## src/rtl/bcc_pkg.sv

```systemverilog
package bcc_pkg;

    typedef enum logic [2:0] {
        CYC_NONE   = 3'd0,
        CYC_MEMRD  = 3'd1,
        CYC_MEMWR  = 3'd2,
        CYC_IORD   = 3'd3,
        CYC_IOWR   = 3'd4,
        CYC_FETCH  = 3'd5,
        CYC_INTACK = 3'd6
    } cyc_t;

    // active-low strobe bundle as sampled from the bus
    typedef struct packed {
        logic m1_n;
        logic rd_n;
        logic wr_n;
        logic mreq_n;
        logic iorq_n;
    } strobe_t;

    function automatic cyc_t classify(strobe_t s);
        cyc_t c;
        c = CYC_NONE;
        if (!s.mreq_n) begin
            if (!s.rd_n)      c = s.m1_n ? CYC_MEMRD : CYC_FETCH;
            else if (!s.wr_n) c = CYC_MEMWR;
        end else if (!s.iorq_n) begin
            if (!s.m1_n)      c = CYC_INTACK;
            else if (!s.rd_n) c = CYC_IORD;
            else if (!s.wr_n) c = CYC_IOWR;
        end
        return c;
    endfunction

    function automatic cyc_t data_tag(cyc_t c);
        case (c)
            CYC_FETCH:  return CYC_MEMRD;
            CYC_INTACK: return CYC_IORD;
            default:    return c;
        endcase
    endfunction

endpackage

```

## src/rtl/bcc_decode.sv

```systemverilog
module bcc_decode
    import bcc_pkg::*;
(
    input  strobe_t strobes,
    output cyc_t    cyc
);
    // priority decode of the strobes
    always_comb cyc = classify(strobes);
endmodule

```

## src/rtl/bcc_tracker.sv

```systemverilog
module bcc_tracker
    import bcc_pkg::*;
(
    input  logic clk,
    input  logic rst,
    input  cyc_t cur,
    output cyc_t prev,
    output logic begin_ev,
    output logic end_ev,
    output logic bad_ev
);
    always_ff @(posedge clk) begin
        if (rst) prev <= CYC_NONE;
        else     prev <= cur;
    end

    always_comb begin
        begin_ev = (prev == CYC_NONE) && (cur != CYC_NONE);
        end_ev   = (prev != CYC_NONE) && (cur == CYC_NONE);
        bad_ev   = (prev != CYC_NONE) && (cur != CYC_NONE) && (cur != prev);
    end

    // two idle samples in a row never yield an event
    assert_idle_quiet_R4: assert property (@(posedge clk) disable iff (rst)
        (prev == CYC_NONE && cur == CYC_NONE) |-> !(begin_ev || end_ev || bad_ev));
endmodule

```

## src/rtl/bcc_capture.sv

```systemverilog
module bcc_capture
    import bcc_pkg::*;
#(
    parameter int ADDR_W = 16,
    parameter int DATA_W = 8
) (
    input  logic              clk,
    input  logic              rst,
    input  cyc_t              cur,
    input  cyc_t              prev,
    input  logic              begin_ev,
    input  logic              end_ev,
    input  logic              bad_ev,
    input  logic [ADDR_W-1:0] addr,
    input  logic [DATA_W-1:0] data,
    output logic              start_pulse,
    output logic [ADDR_W-1:0] start_addr,
    output cyc_t              start_type,
    output logic              addr_valid,
    output logic              end_pulse,
    output logic [DATA_W-1:0] end_data,
    output cyc_t              end_type,
    output logic              illegal_pulse
);
    logic [DATA_W-1:0] data_q;

    always_ff @(posedge clk) begin
        if (rst) begin
            data_q        <= '0;
            start_pulse   <= 1'b0;
            start_addr    <= '0;
            start_type    <= CYC_NONE;
            addr_valid    <= 1'b0;
            end_pulse     <= 1'b0;
            end_data      <= '0;
            end_type      <= CYC_NONE;
            illegal_pulse <= 1'b0;
        end else begin
            start_pulse   <= begin_ev;
            end_pulse     <= end_ev;
            illegal_pulse <= bad_ev;
            if (cur != CYC_NONE) data_q <= data;   // follow data bus
            if (begin_ev) begin
                start_addr <= addr;
                start_type <= cur;
                addr_valid <= 1'b1;
            end
            if (end_ev || bad_ev) addr_valid <= 1'b0;
            if (end_ev) begin
                end_data <= data_q;
                end_type <= data_tag(prev);
            end
        end
    end

    assert_start_single_R5: assert property (@(posedge clk) disable iff (rst)
        start_pulse |=> !start_pulse);
    assert_start_valid_R5: assert property (@(posedge clk) disable iff (rst)
        start_pulse |-> addr_valid);
    assert_end_single_R6: assert property (@(posedge clk) disable iff (rst)
        end_pulse |=> !end_pulse);
    assert_tag_range_R7: assert property (@(posedge clk) disable iff (rst)
        end_pulse |-> (end_type >= CYC_MEMRD && end_type <= CYC_IOWR));
    assert_illegal_excl_R8: assert property (@(posedge clk) disable iff (rst)
        illegal_pulse |-> !(start_pulse || end_pulse || addr_valid));
    assert_pulses_onehot_R8: assert property (@(posedge clk) disable iff (rst)
        $onehot0({start_pulse, end_pulse, illegal_pulse}));
endmodule

```

## src/rtl/bus_cycle_classifier.sv

```systemverilog
module bus_cycle_classifier
    import bcc_pkg::*;
#(
    parameter int ADDR_W = 16,
    parameter int DATA_W = 8
) (
    input  logic              clk,
    input  logic              rst,
    input  logic              m1_n,
    input  logic              rd_n,
    input  logic              wr_n,
    input  logic              mreq_n,
    input  logic              iorq_n,
    input  logic [ADDR_W-1:0] addr,
    input  logic [DATA_W-1:0] data,
    output logic              start_pulse,
    output logic [ADDR_W-1:0] start_addr,
    output logic [2:0]        start_type,
    output logic              addr_valid,
    output logic              end_pulse,
    output logic [DATA_W-1:0] end_data,
    output logic [2:0]        end_type,
    output logic              illegal_pulse
);
    strobe_t strobes;
    cyc_t    cur, prev, s_type, e_type;
    logic    begin_ev, end_ev, bad_ev;

    assign strobes = '{m1_n: m1_n, rd_n: rd_n, wr_n: wr_n, mreq_n: mreq_n, iorq_n: iorq_n};

    bcc_decode u_decode (.strobes(strobes), .cyc(cur));

    bcc_tracker u_tracker (
        .clk(clk), .rst(rst), .cur(cur), .prev(prev),
        .begin_ev(begin_ev), .end_ev(end_ev), .bad_ev(bad_ev)
    );

    bcc_capture #(.ADDR_W(ADDR_W), .DATA_W(DATA_W)) u_capture (
        .clk(clk), .rst(rst), .cur(cur), .prev(prev),
        .begin_ev(begin_ev), .end_ev(end_ev), .bad_ev(bad_ev),
        .addr(addr), .data(data),
        .start_pulse(start_pulse), .start_addr(start_addr), .start_type(s_type),
        .addr_valid(addr_valid), .end_pulse(end_pulse), .end_data(end_data),
        .end_type(e_type), .illegal_pulse(illegal_pulse)
    );

    assign start_type = s_type;
    assign end_type   = e_type;

    // memory request with read low never reports an I/O type
    assert_mem_first_R2: assert property (@(posedge clk) disable iff (rst)
        (!mreq_n && !rd_n && prev == CYC_NONE) |=>
            (start_pulse && (start_type == CYC_MEMRD || start_type == CYC_FETCH)));
endmodule

```

## config.mk

```make
export PLATFORM = sky130hd
export DESIGN_NAME = bus_cycle_classifier
export DESIGN_NICKNAME = d
export VERILOG_FILES = /design/src/rtl/bcc_pkg.sv /design/src/rtl/bcc_decode.sv /design/src/rtl/bcc_tracker.sv /design/src/rtl/bcc_capture.sv /design/src/rtl/bus_cycle_classifier.sv
export SDC_FILE = /design/constraint.sdc
export NUM_CORES = 1
export LEC_CHECK = 0
export ABC_AREA = 1
export BUFFER_PORTS_ARGS = -buffer_cell sky130_fd_sc_hd__clkbuf_2
export CORE_AREA = 2 2 82 84
export DETAILED_ROUTE_END_ITERATION = 10
export DIE_AREA = 0 0 84 86
export HOLD_SLACK_MARGIN = 0.12
export SLEW_MARGIN = 25
export SYNTH_ARGS = -nofsm -noshare
export SYNTH_HDL_FRONTEND = slang
export SYNTH_SLANG_ARGS = --single-unit
```

## constraint.sdc

```tcl
create_clock -name clk -period 2.6 [get_ports clk]
set_input_delay 0 -clock clk [delete_from_list [all_inputs] [get_ports clk]]
set_output_delay 0 -clock clk [all_outputs]
set_load 0.01 [all_outputs]
```

==> results of run 1 <==
==> cell usage after synthesis, drive strengths merged <==
| master | count |
|---|---|
| a21oi | 21 |
| buf | 7 |
| clkbuf | 4 |
| dfxtp | 45 |
| inv | 14 |
| nand2 | 69 |
| nand3 | 30 |
| nor2 | 26 |
| nor3 | 1 |
| o21ai | 11 |
==> layer usage <==
metal | wire length (um) | track usage (%)
met5 | 0 | 0
met4 | 17 | 2.64
met3 | 240 | 3.27
met2 | 2120 | 22.0
met1 | 2060 | 15.3
==> state kept, by name, indices dropped and copies added, names as in the netlist <==
signal and count:
u_capture.end_pulse 1, u_capture.start_pulse 1, u_tracker.prev 3, u_capture.start_addr 16
u_capture.end_data 8, u_capture.illegal_pulse 1, u_capture.data_q 8, u_capture.addr_valid 1
u_capture.start_type 3, u_capture.end_type 3
==> metrics by stage <==
stage	worst slack, ns	hold slack, ns	util [%]
2_1_floorplan	1.36	0.135	-
3_3_place_gp	1.17	0.230	33.7
3_5_place_dp	1.12	0.232	33.7
4_1_cts	0.779	0.126	39.6
5_1_grt	0.673	0.149	39.6
6_report	0.749	0.140	39.6
==> kinds of logic after synthesis <==
group | share of synthesized area (%)
buffers and inverters | 7.13
AND/OR/NAND/NOR | 32.8
AO/OA/AOI/OAI | 9.25
flip-flops | 50.8
==> power by group <==
part           switching (W)  leakage (nW)  internal, W
sequential         0.0000270         0.369     0.000741
combinational       0.000166         0.781     0.000119
clock               0.000217        0.0399     0.000177
total               0.000410          1.19      0.00104
==> worst paths after layout <==
path | endpoint | slack [ns] | depth (start not counted)
worst min register to register | u_capture.end_data[0] | 0.45 | 2
worst max register to register | u_capture.start_type[2] | 1.11 | 6
worst max-delay path | u_tracker.prev[0] | 0.75 | 6
worst min-delay path | u_tracker.prev[1] | 0.14 | 3
==> final cells by class <==
class	instances	area (um^2)	area share, %
Timing Repair Buffer	94	621	24.9
Multi-Input combinational cell	158	744	29.9
Inverter	14	52.6	2.11
Tap cell	77	96.3	3.87
Clock inverter	1	5.00	0.201
Clock buffer	5	68.8	2.77
Sequential cell	45	901	36.2
==> worst min-delay path: cells and delay by family <==
family | cells | cell delay (ns)
compound gates | 1 | 0.11
buf+inv | 1 | 0.11
simple gates | 1 | 0.15
==> results.json, run 1 <==
{
  "postLayoutCellArea_um2": 2490,
  "layout_common_cells": "clkbuf_2, nand2_1, dfxtp_1",
  "ctsHoldBuffers": 30,
  "rsz0062_at_grt": "no",
  "synth_fp_nets": 259,
  "crit_arrival_ns": 2.08,
  "slew_viol_final": 0,
  "drtIter0Drc": 54,
  "cp_cell_sequence": "dlygate4sd3_1 > clkbuf_2 > nand3_2 > dlygate4sd3_1 > a21oi_1 > dlygate4sd3_1",
  "synthCells": 228,
  "ys_ff_latch": 45,
  "hold_class": "input port to flop",
  "p_leak_nw": 1.19,
  "antenna_found_initial": 0,
  "synth_seq_area_share_pct": 50.8,
  "finalWirelength_um": 4440,
  "clk_pin_slew_ns": 0.08,
  "io_buffers": 64,
  "avgSynthCellArea_um2": 7.77,
  "die_y_um": 86,
  "clk_latency_ns": 0.28,
  "grt_pass1_wl_um": 7300,
  "n_fill_cell": 657,
  "slew_headroom_pct": 63.6,
  "cts_setup_buffers": 0,
  "fmax_mhz": 540,
  "grt_pass1_vias": 1630,
  "grt_max_degree": 28,
  "dpl_cell_area_um2": 2110,
  "place_inst": 358,
  "min_from": "rd_n",
  "tns_ns": 0,
  "syn2layout_area_growth_pct": 40.5,
  "synth_area_leaders": "dfxtp_1, nand2_1, nand3_1, a21oi_1, nor2_1",
  "max_stage_delay_ns": 0.57,
  "worstSetupEndpointType": "flop",
  "fp.dieW_um": 84,
  "dr_total_vias": 1721,
  "dieArea_um2": 7220,
  "hold_viol": 0,
  "finalSetupViolations": 0,
  "r2r-start": "u_tracker.prev[1]",
  "clock_sinks": 45,
  "grt_util_all_layers_pct": 12.4,
  "gp_routability_congestion": 0.722,
  "first_pass_iters": 4,
  "post_drt_wl_per_cell_um": 11.3,
  "synth_top_area_cell": "dfxtp_1",
  "nets": 349,
  "htree_levels": 2,
  "cts_buffer_depth": 2,
  "cap_violations": 0,
  "ir_drop_mv": 0.282,
  "post-route-period-util_pct": 71.2,
  "fin_cells": 394,
  "yosys_warnings": 0,
  "worstMarginPinSlew_ns": 0.545,
  "cp-start-kind": "input port",
  "overflow": 0,
  "synth.distinct_cells": 19,
  "fin_skew_ns": 0.00375,
  "cp_top_family": "buffers and inverters",
  "min_period_ns": 1.85,
  "cts_buffers": 5,
  "fp-row-count": 29,
  "power_w": 0.00145,
  "synth_area_um2": 1770,
  "outcome": "completed",
  "dp_hpwl_um": 2940,
  "mostFrequentLayoutCell": "clkbuf_2",
  "p_per_area_nw_per_um2": 581,
  "io_pins": 65,
  "diodes": 0,
  "coreArea_um2": 6280,
  "crit_required_ns": 2.83,
  "path_max_fanout": 4,
  "crit_type": "input port to flop",
  "drive_gt1_share_pct": 27.4,
  "synth_top_area_share_pct": 50.8,
  "drc": 0,
  "start_util_pct": 28.2,
  "startpoint": "m1_n",
  "ant_nets": 0,
  "cts_tree": "done",
  "vias_per_cell": 4.37,
  "post_cts_resized": 0,
  "path_buf_inv": 4,
  "root_buffer": "clkbuf_8",
  "cp_slowest_cell": "dlygate4sd3_1",
  "crit_path_frequent_cell": "dlygate4sd3_1"
}
Note: power is estimated with default switching activity, not from simulation.
==> run 2, diff against run 1 <==
Settings changed: ABC_AREA 1 to 0, CORE_AREA 2 2 82 84 to 2 2 79 81, DIE_AREA 0 0 84 86 to 0 0 81 83.
Clock period 2.6 ns to 1.75 ns, I/O delays scaled along.
==> run 2 against run 1 <==
Against the previous run:
- power rose by 49%
- critical path depth rose by 1
- synthesized cell count fell by 18%
- clock-buffer cell count rose by 1
- non-clock buffer count did not move
- sequential cell count did not move
- clock power rose by 71%
- via count fell by 11%
==> results.json, run 2 <==
{
  "synth.distinct_cells": 31,
  "fp.dieW_um": 81,
  "vias_per_cell": 4.36,
  "synthCells": 186,
  "drtIter0Drc": 34,
  "tns_ns": 0,
  "synth_fp_nets": 217,
  "grt_util_all_layers_pct": 12.9,
  "slew_headroom_pct": 73.1,
  "layout_common_cells": "clkbuf_2, nand2_1, dfxtp_1",
  "cp_cell_sequence": "dlygate4sd3_1 > clkbuf_2 > nand2b_1 > a32o_2 > nor2_4 > nand2_1 > a21oi_1",
  "startpoint": "m1_n",
  "ys_ff_latch": 45,
  "diodes": 0,
  "synthAdderAreaFrac_pct": 0,
  "path_max_fanout": 16,
  "r2r-start": "u_tracker.prev[1]",
  "fp-row-count": 28,
  "post-route-period-util_pct": 92.1,
  "cts_buffer_depth": 2,
  "dieArea_um2": 6720,
  "slew_viol_final": 0,
  "synth_top_cells_by_count": "nand2_1, dfxtp_1, a21oi_1",
  "synth_top_area_share_pct": 54.8,
  "r2r_cells": 4,
  "synth_edf_count": 0,
  "dr_total_vias": 1540,
  "muxShareOfSynthArea_pct": 0,
  "die_y_um": 83,
  "htree_levels": 2,
  "top_register": "u_capture.start_addr",
  "top_regs": "u_capture.start_addr x16, u_capture.data_q x8, u_capture.end_data x8",
  "worstMarginPinSlew_ns": 0.403,
  "io_buffers": 64,
  "yosysMostFrequentCell": "nand2_1",
  "min_from": "rd_n",
  "crit_type": "input port to flop",
  "finalWirelength_um": 4130,
  "grt_pass1_vias": 1431,
  "worstSetupEndpointType": "flop",
  "antenna_found_initial": 0,
  "avgSynthCellArea_um2": 8.83,
  "path_buf_inv": 2,
  "cts_tree": "done",
  "async_flop_share_pct": 0,
  "rsz0062_at_grt": "no",
  "drc": 0,
  "rrSetupSlack_ns": 0.24,
  "io_pins": 65,
  "p_per_area_nw_per_um2": 902,
  "power_w": 0.00216,
  "worstHoldPathCells": 4,
  "start_util_pct": 28.2,
  "synth_xor_area_share_pct": 2.13,
  "cap_violations": 0,
  "grt_pass1_wl_um": 6670,
  "yosys_warnings": 0,
  "hold_class": "input port to flop",
  "outcome": "completed",
  "post_drt_wl_per_cell_um": 11.7,
  "nets": 308,
  "synth_top_family_by_area": "compound AO/OA/AOI/OAI gates",
  "min_period_ns": 1.61,
  "synth_ff_type": "dfxtp_1",
  "clock_sinks": 45,
  "drive_gt1_share_pct": 30.2,
  "hold_viol": 0,
  "gp_routability_congestion": 0.770,
  "synth_compound_area_share_pct": 20.4,
  "synthSimpleGateAreaFrac_pct": 19.5,
  "p_leak_nw": 1.06,
  "crit_required_ns": 1.97,
  "dp_hpwl_um": 2840,
  "clk_pin_slew_ns": 0.09,
  "synth_top_area_cell": "dfxtp_1",
  "root_buffer": "clkbuf_8",
  "largest_reg_flops": 16,
  "ir_drop_mv": 0.313,
  "crit_cells": 7,
  "cp-start-kind": "input port",
  "fmax_mhz": 620,
  "coreArea_um2": 5820,
  "mostFrequentLayoutCell": "clkbuf_2",
  "n_fill_cell": 623,
  "grt_max_degree": 21,
  "cp_slowest_cell": "dlygate4sd3_1",
  "synth_area_leaders": "dfxtp_1, nand2_1, a21oi_1, a22o_1, nor2_1",
  "synth_seq_area_share_pct": 54.8,
  "first_pass_iters": 4,
  "clk_latency_ns": 0.30,
  "syn2layout_area_growth_pct": 45.7,
  "cp_top_family": "buffers and inverters",
  "crit_arrival_ns": 1.83,
  "synth_area_um2": 1640,
  "ant_nets": 0,
  "overflow": 0,
  "fin_skew_ns": 0.00835,
  "cts_buffers": 5,
  "finalSetupViolations": 0,
  "max_stage_delay_ns": 0.53
}
run 2: cell count changes in the layout (fill, tap and decap cells not counted), moves of 8 or more:
cell,delta
a21oi_1,+9
a22o_1,+8
inv_1,-8
nand2_1,-10
nand3_1,-26
nor2_1,-14
run 2: what timing repair did:
action	in CTS	in global routing
hold buffers	25	0
buffers inserted	0	0
endpoints found under the hold margin	25	0
resized for setup	0	0
run 2: worst min-delay path, stage by stage:
cell and delay (ns):
clkbuf_2 0.13, nand2_1 0.07, a2bb2oi_1 0.10, nor2_1 0.09
run 2: where the power goes:
part           switching (W)  leakage (nW)  total (W)  internal, W
logic               0.000194         0.641   0.000361     0.000167
registers          0.0000358         0.369    0.00112      0.00109
clock network       0.000355        0.0512   0.000675     0.000320
total               0.000585          1.06    0.00216      0.00157
run 2: cell families (layout without fill, tap and decap cells):
family / count (synthesis) / in the layout
buffers and inverters: 11 / 103
and+or+nand+nor: 74 / 74
xor gates and xnor gates: 4 / 4
AOI/OAI and AO/OA: 52 / 52
DFF: 45 / 45
run 2: final cells by class:
cell class | count | area [um^2] | area share, %
well taps | 75 | 93.8 | 3.92
clock inverters | 2 | 13.8 | 0.575
flip-flops and latches | 45 | 901 | 37.6
repair buffers | 94 | 608 | 25.4
clock buffers | 6 | 82.6 | 3.45
inverters | 1 | 3.75 | 0.157
multi-input cells | 130 | 691 | 28.9
run 2: routing by layer:
| layer | global-route usage (%) | vias to the layer above | part of all wire, % |
|---|---|---|---|
| met5 | 0 | - | 0 |
| met4 | 5.55 | 0 | 1.7 |
| met3 | 3.48 | 5 | 4.2 |
| met2 | 20.3 | 35 | 47 |
| met1 | 16.5 | 688 | 47 |
| li1 | - | 812 | - |
run 2: per-stage QoR:
stage	worst slack, ns	instances	util, %	cell area, um^2	hold slack (ns)
floorplan	0.374	186	-	1640	0.136
global placement	0.293	320	35.2	2050	0.223
detailed placement	0.251	320	35.2	2050	0.232
CTS	0.131	353	41.2	2390	0.127
global route	0.00613	353	41.2	2390	0.151
finish	0.137	353	41.2	2390	0.134
run 2: final timing paths:
kind                                                 to
worst max-delay path            u_capture.start_addr[9]
worst min-delay path                  u_tracker.prev[1]
worst max register to register  u_capture.start_addr[9]
worst min register to register  u_capture.start_addr[5]
==> run 3, diff against run 2 <==
Settings changed: CELL_PAD_IN_SITES_DETAIL_PLACEMENT set to 0, CELL_PAD_IN_SITES_GLOBAL_PLACEMENT set to 1, CORE_AREA 2 2 79 81 to 2 2 65 98, DIE_AREA 0 0 81 83 to 0 0 67 100, PLACE_DENSITY_LB_ADDON set to 0.1, SLEW_MARGIN 25 to 20.
==> run 3 against run 2 <==
Against the previous run:
- routed wire length is 4.9% higher
- fmax is 9.7% higher
- final cell count did not move
- global-route usage is 0.88 points higher
- cell area increased by 0.99%
- power increased by 6.4%
- sequential share of layout area fell by 0.37 points
- combinational power grew 2%
- via count grew 2.8%
- sequential power hardly changed
- clock power up 19%
- setup slack better by 0.14 ns
- largest power group unchanged
- highest routed layer unchanged
==> results.json, run 3 (synthesized netlist as in run 2, its figures left out) <==
{
  "cp_cell_sequence": "or3_4 > nor2_4 > nand2_1 > a21oi_1",
  "nets": 309,
  "swShare_pct": 25.0,
  "layout_common_cells": "clkbuf_2, nand2_1, dfxtp_1",
  "rsz0062_at_grt": "no",
  "post_cts_resized": 0,
  "ant_nets": 0,
  "diodes": 0,
  "p_int_w": 0.00172,
  "dieArea_um2": 6700,
  "io_pins": 65,
  "seq_power_share_pct": 48.9,
  "path_max_fanout": 16,
  "cap_violations": 0,
  "hold_viol": 0,
  "p_per_area_nw_per_um2": 951,
  "drc": 0,
  "worstSetupEndpointType": "flop",
  "place_inst": 321,
  "p_sw_w": 0.000574,
  "slew_headroom_pct": 65.2,
  "clock_sinks": 45,
  "htree_levels": 2,
  "grt_pass1_vias": 1565,
  "p_leak_nw": 1.07,
  "mostFrequentLayoutCell": "clkbuf_2",
  "io_buffers": 64,
  "start_util_pct": 27.6,
  "syn2layout_area_growth_pct": 47.1,
  "setup_ws_ns": 0.279,
  "post_drt_wl_per_cell_um": 12.3,
  "crit_required_ns": 1.97,
  "drive_gt1_share_pct": 30.5,
  "fp-row-count": 35,
  "p_clk_share_pct": 35.0,
  "n_fill_cell": 658,
  "dp_hpwl_um": 3120,
  "coreArea_um2": 5960,
  "drtIter0Drc": 63,
  "fin_skew_ns": 0.00699,
  "cp-start-kind": "flop",
  "clk_latency_ns": 0.29,
  "slew_viol_final": 0,
  "root_buffer": "clkbuf_8",
  "first_pass_iters": 4,
  "cts_buffer_depth": 2,
  "min_period_ns": 1.47,
  "fmax_mhz": 680,
  "cp_slowest_cell": "or3_4",
  "finalSetupViolations": 0,
  "antenna_found_initial": 0,
  "fp.dieW_um": 67,
  "top_regs": "u_capture.start_addr x16, u_capture.data_q x8, u_capture.end_data x8",
  "utilization_pct": 40.6,
  "grt_util_all_layers_pct": 13.8,
  "ir_drop_mv": 0.483,
  "overflow": 0,
  "grt_max_degree": 24,
  "top_register": "u_capture.start_addr",
  "seq_area_um2": 901,
  "multiInputGateArea_um2": 691,
  "clk_pin_slew_ns": 0.08,
  "post-route-period-util_pct": 84.0,
  "worstMarginPinSlew_ns": 0.522,
  "dr_total_vias": 1583,
  "die_y_um": 100,
  "comb_power_share_pct": 16.1,
  "hold_class": "input port to flop",
  "vias_per_cell": 4.48,
  "tns_ns": 0,
  "dp_slack_ns": 0.267,
  "cts_buffers": 5,
  "outcome": "completed",
  "crit_arrival_ns": 1.69,
  "grt_pass1_wl_um": 7130,
  "whs_ns": 0.129,
  "cts_tree": "done",
  "largest_reg_flops": 16,
  "finalWirelength_um": 4330,
  "max_stage_delay_ns": 0.44,
  "crit_type": "flop to flop",
  "fin_cells": 353,
  "gp_routability_congestion": 0.787
}
run 3: per-stage QoR:
step	area [um^2]	total power, W
2_1_floorplan	1640	0.00134
3_5_place_dp	2060	0.00148
3_3_place_gp	2060	0.00148
4_1_cts	2420	0.00234
6_report	2420	0.00230
5_1_grt	2420	0.00244
run 3: worst paths after layout:
kind	start	end	slack [ns]	cells after the start
worst max register to register	u_tracker.prev[1]	u_capture.start_addr[15]	0.28	4
worst min register to register	u_capture.data_q[5]	u_capture.data_q[5]	0.46	2
worst min-delay path	m1_n	u_tracker.prev[1]	0.13	4
worst max-delay path	u_tracker.prev[1]	u_capture.start_addr[15]	0.28	4
run 3: power by group through the flow:
stage,clock network (W),registers (W),logic [W]
after floorplan,0,0.00116,0.000171
after global placement,0,0.00115,0.000334
after detailed placement,0,0.00115,0.000334
after CTS,0.000840,0.00113,0.000377
after global routing,0.000885,0.00113,0.000417
final,0.000804,0.00112,0.000370
run 3: timing repair:
item	in CTS	in global routing
setup endpoints to repair	0	0
hold buffers	24	0
hold endpoints to repair	24	0
setup buffers	0	0
run 3: area by class of cell:
cell class                      instances  area share [%]
Inverter                                1           0.155
Sequential cell                        45            37.3
Clock inverter                          1            1.24
Timing Repair Buffer                   95            25.4
Clock buffer                            7            3.57
Tap cell                               74            3.83
Multi-Input combinational cell        130            28.6
run 3: worst max-delay path, delay by kind of cell (launching register included):
| family | cells | cell delay, ns |
|---|---|---|
| AO/OA/AOI/OAI | 1 | 0.13 |
| AND/OR/NAND/NOR | 3 | 0.89 |
| flip-flops | 1 | 0.39 |
run 3: layer usage:
layer | GRT usage (%) | share of wire, %
met5 | 0 | 0
met4 | 5.65 | 2.5
met1 | 17.0 | 44
met2 | 22.2 | 46
met3 | 4.15 | 6.8
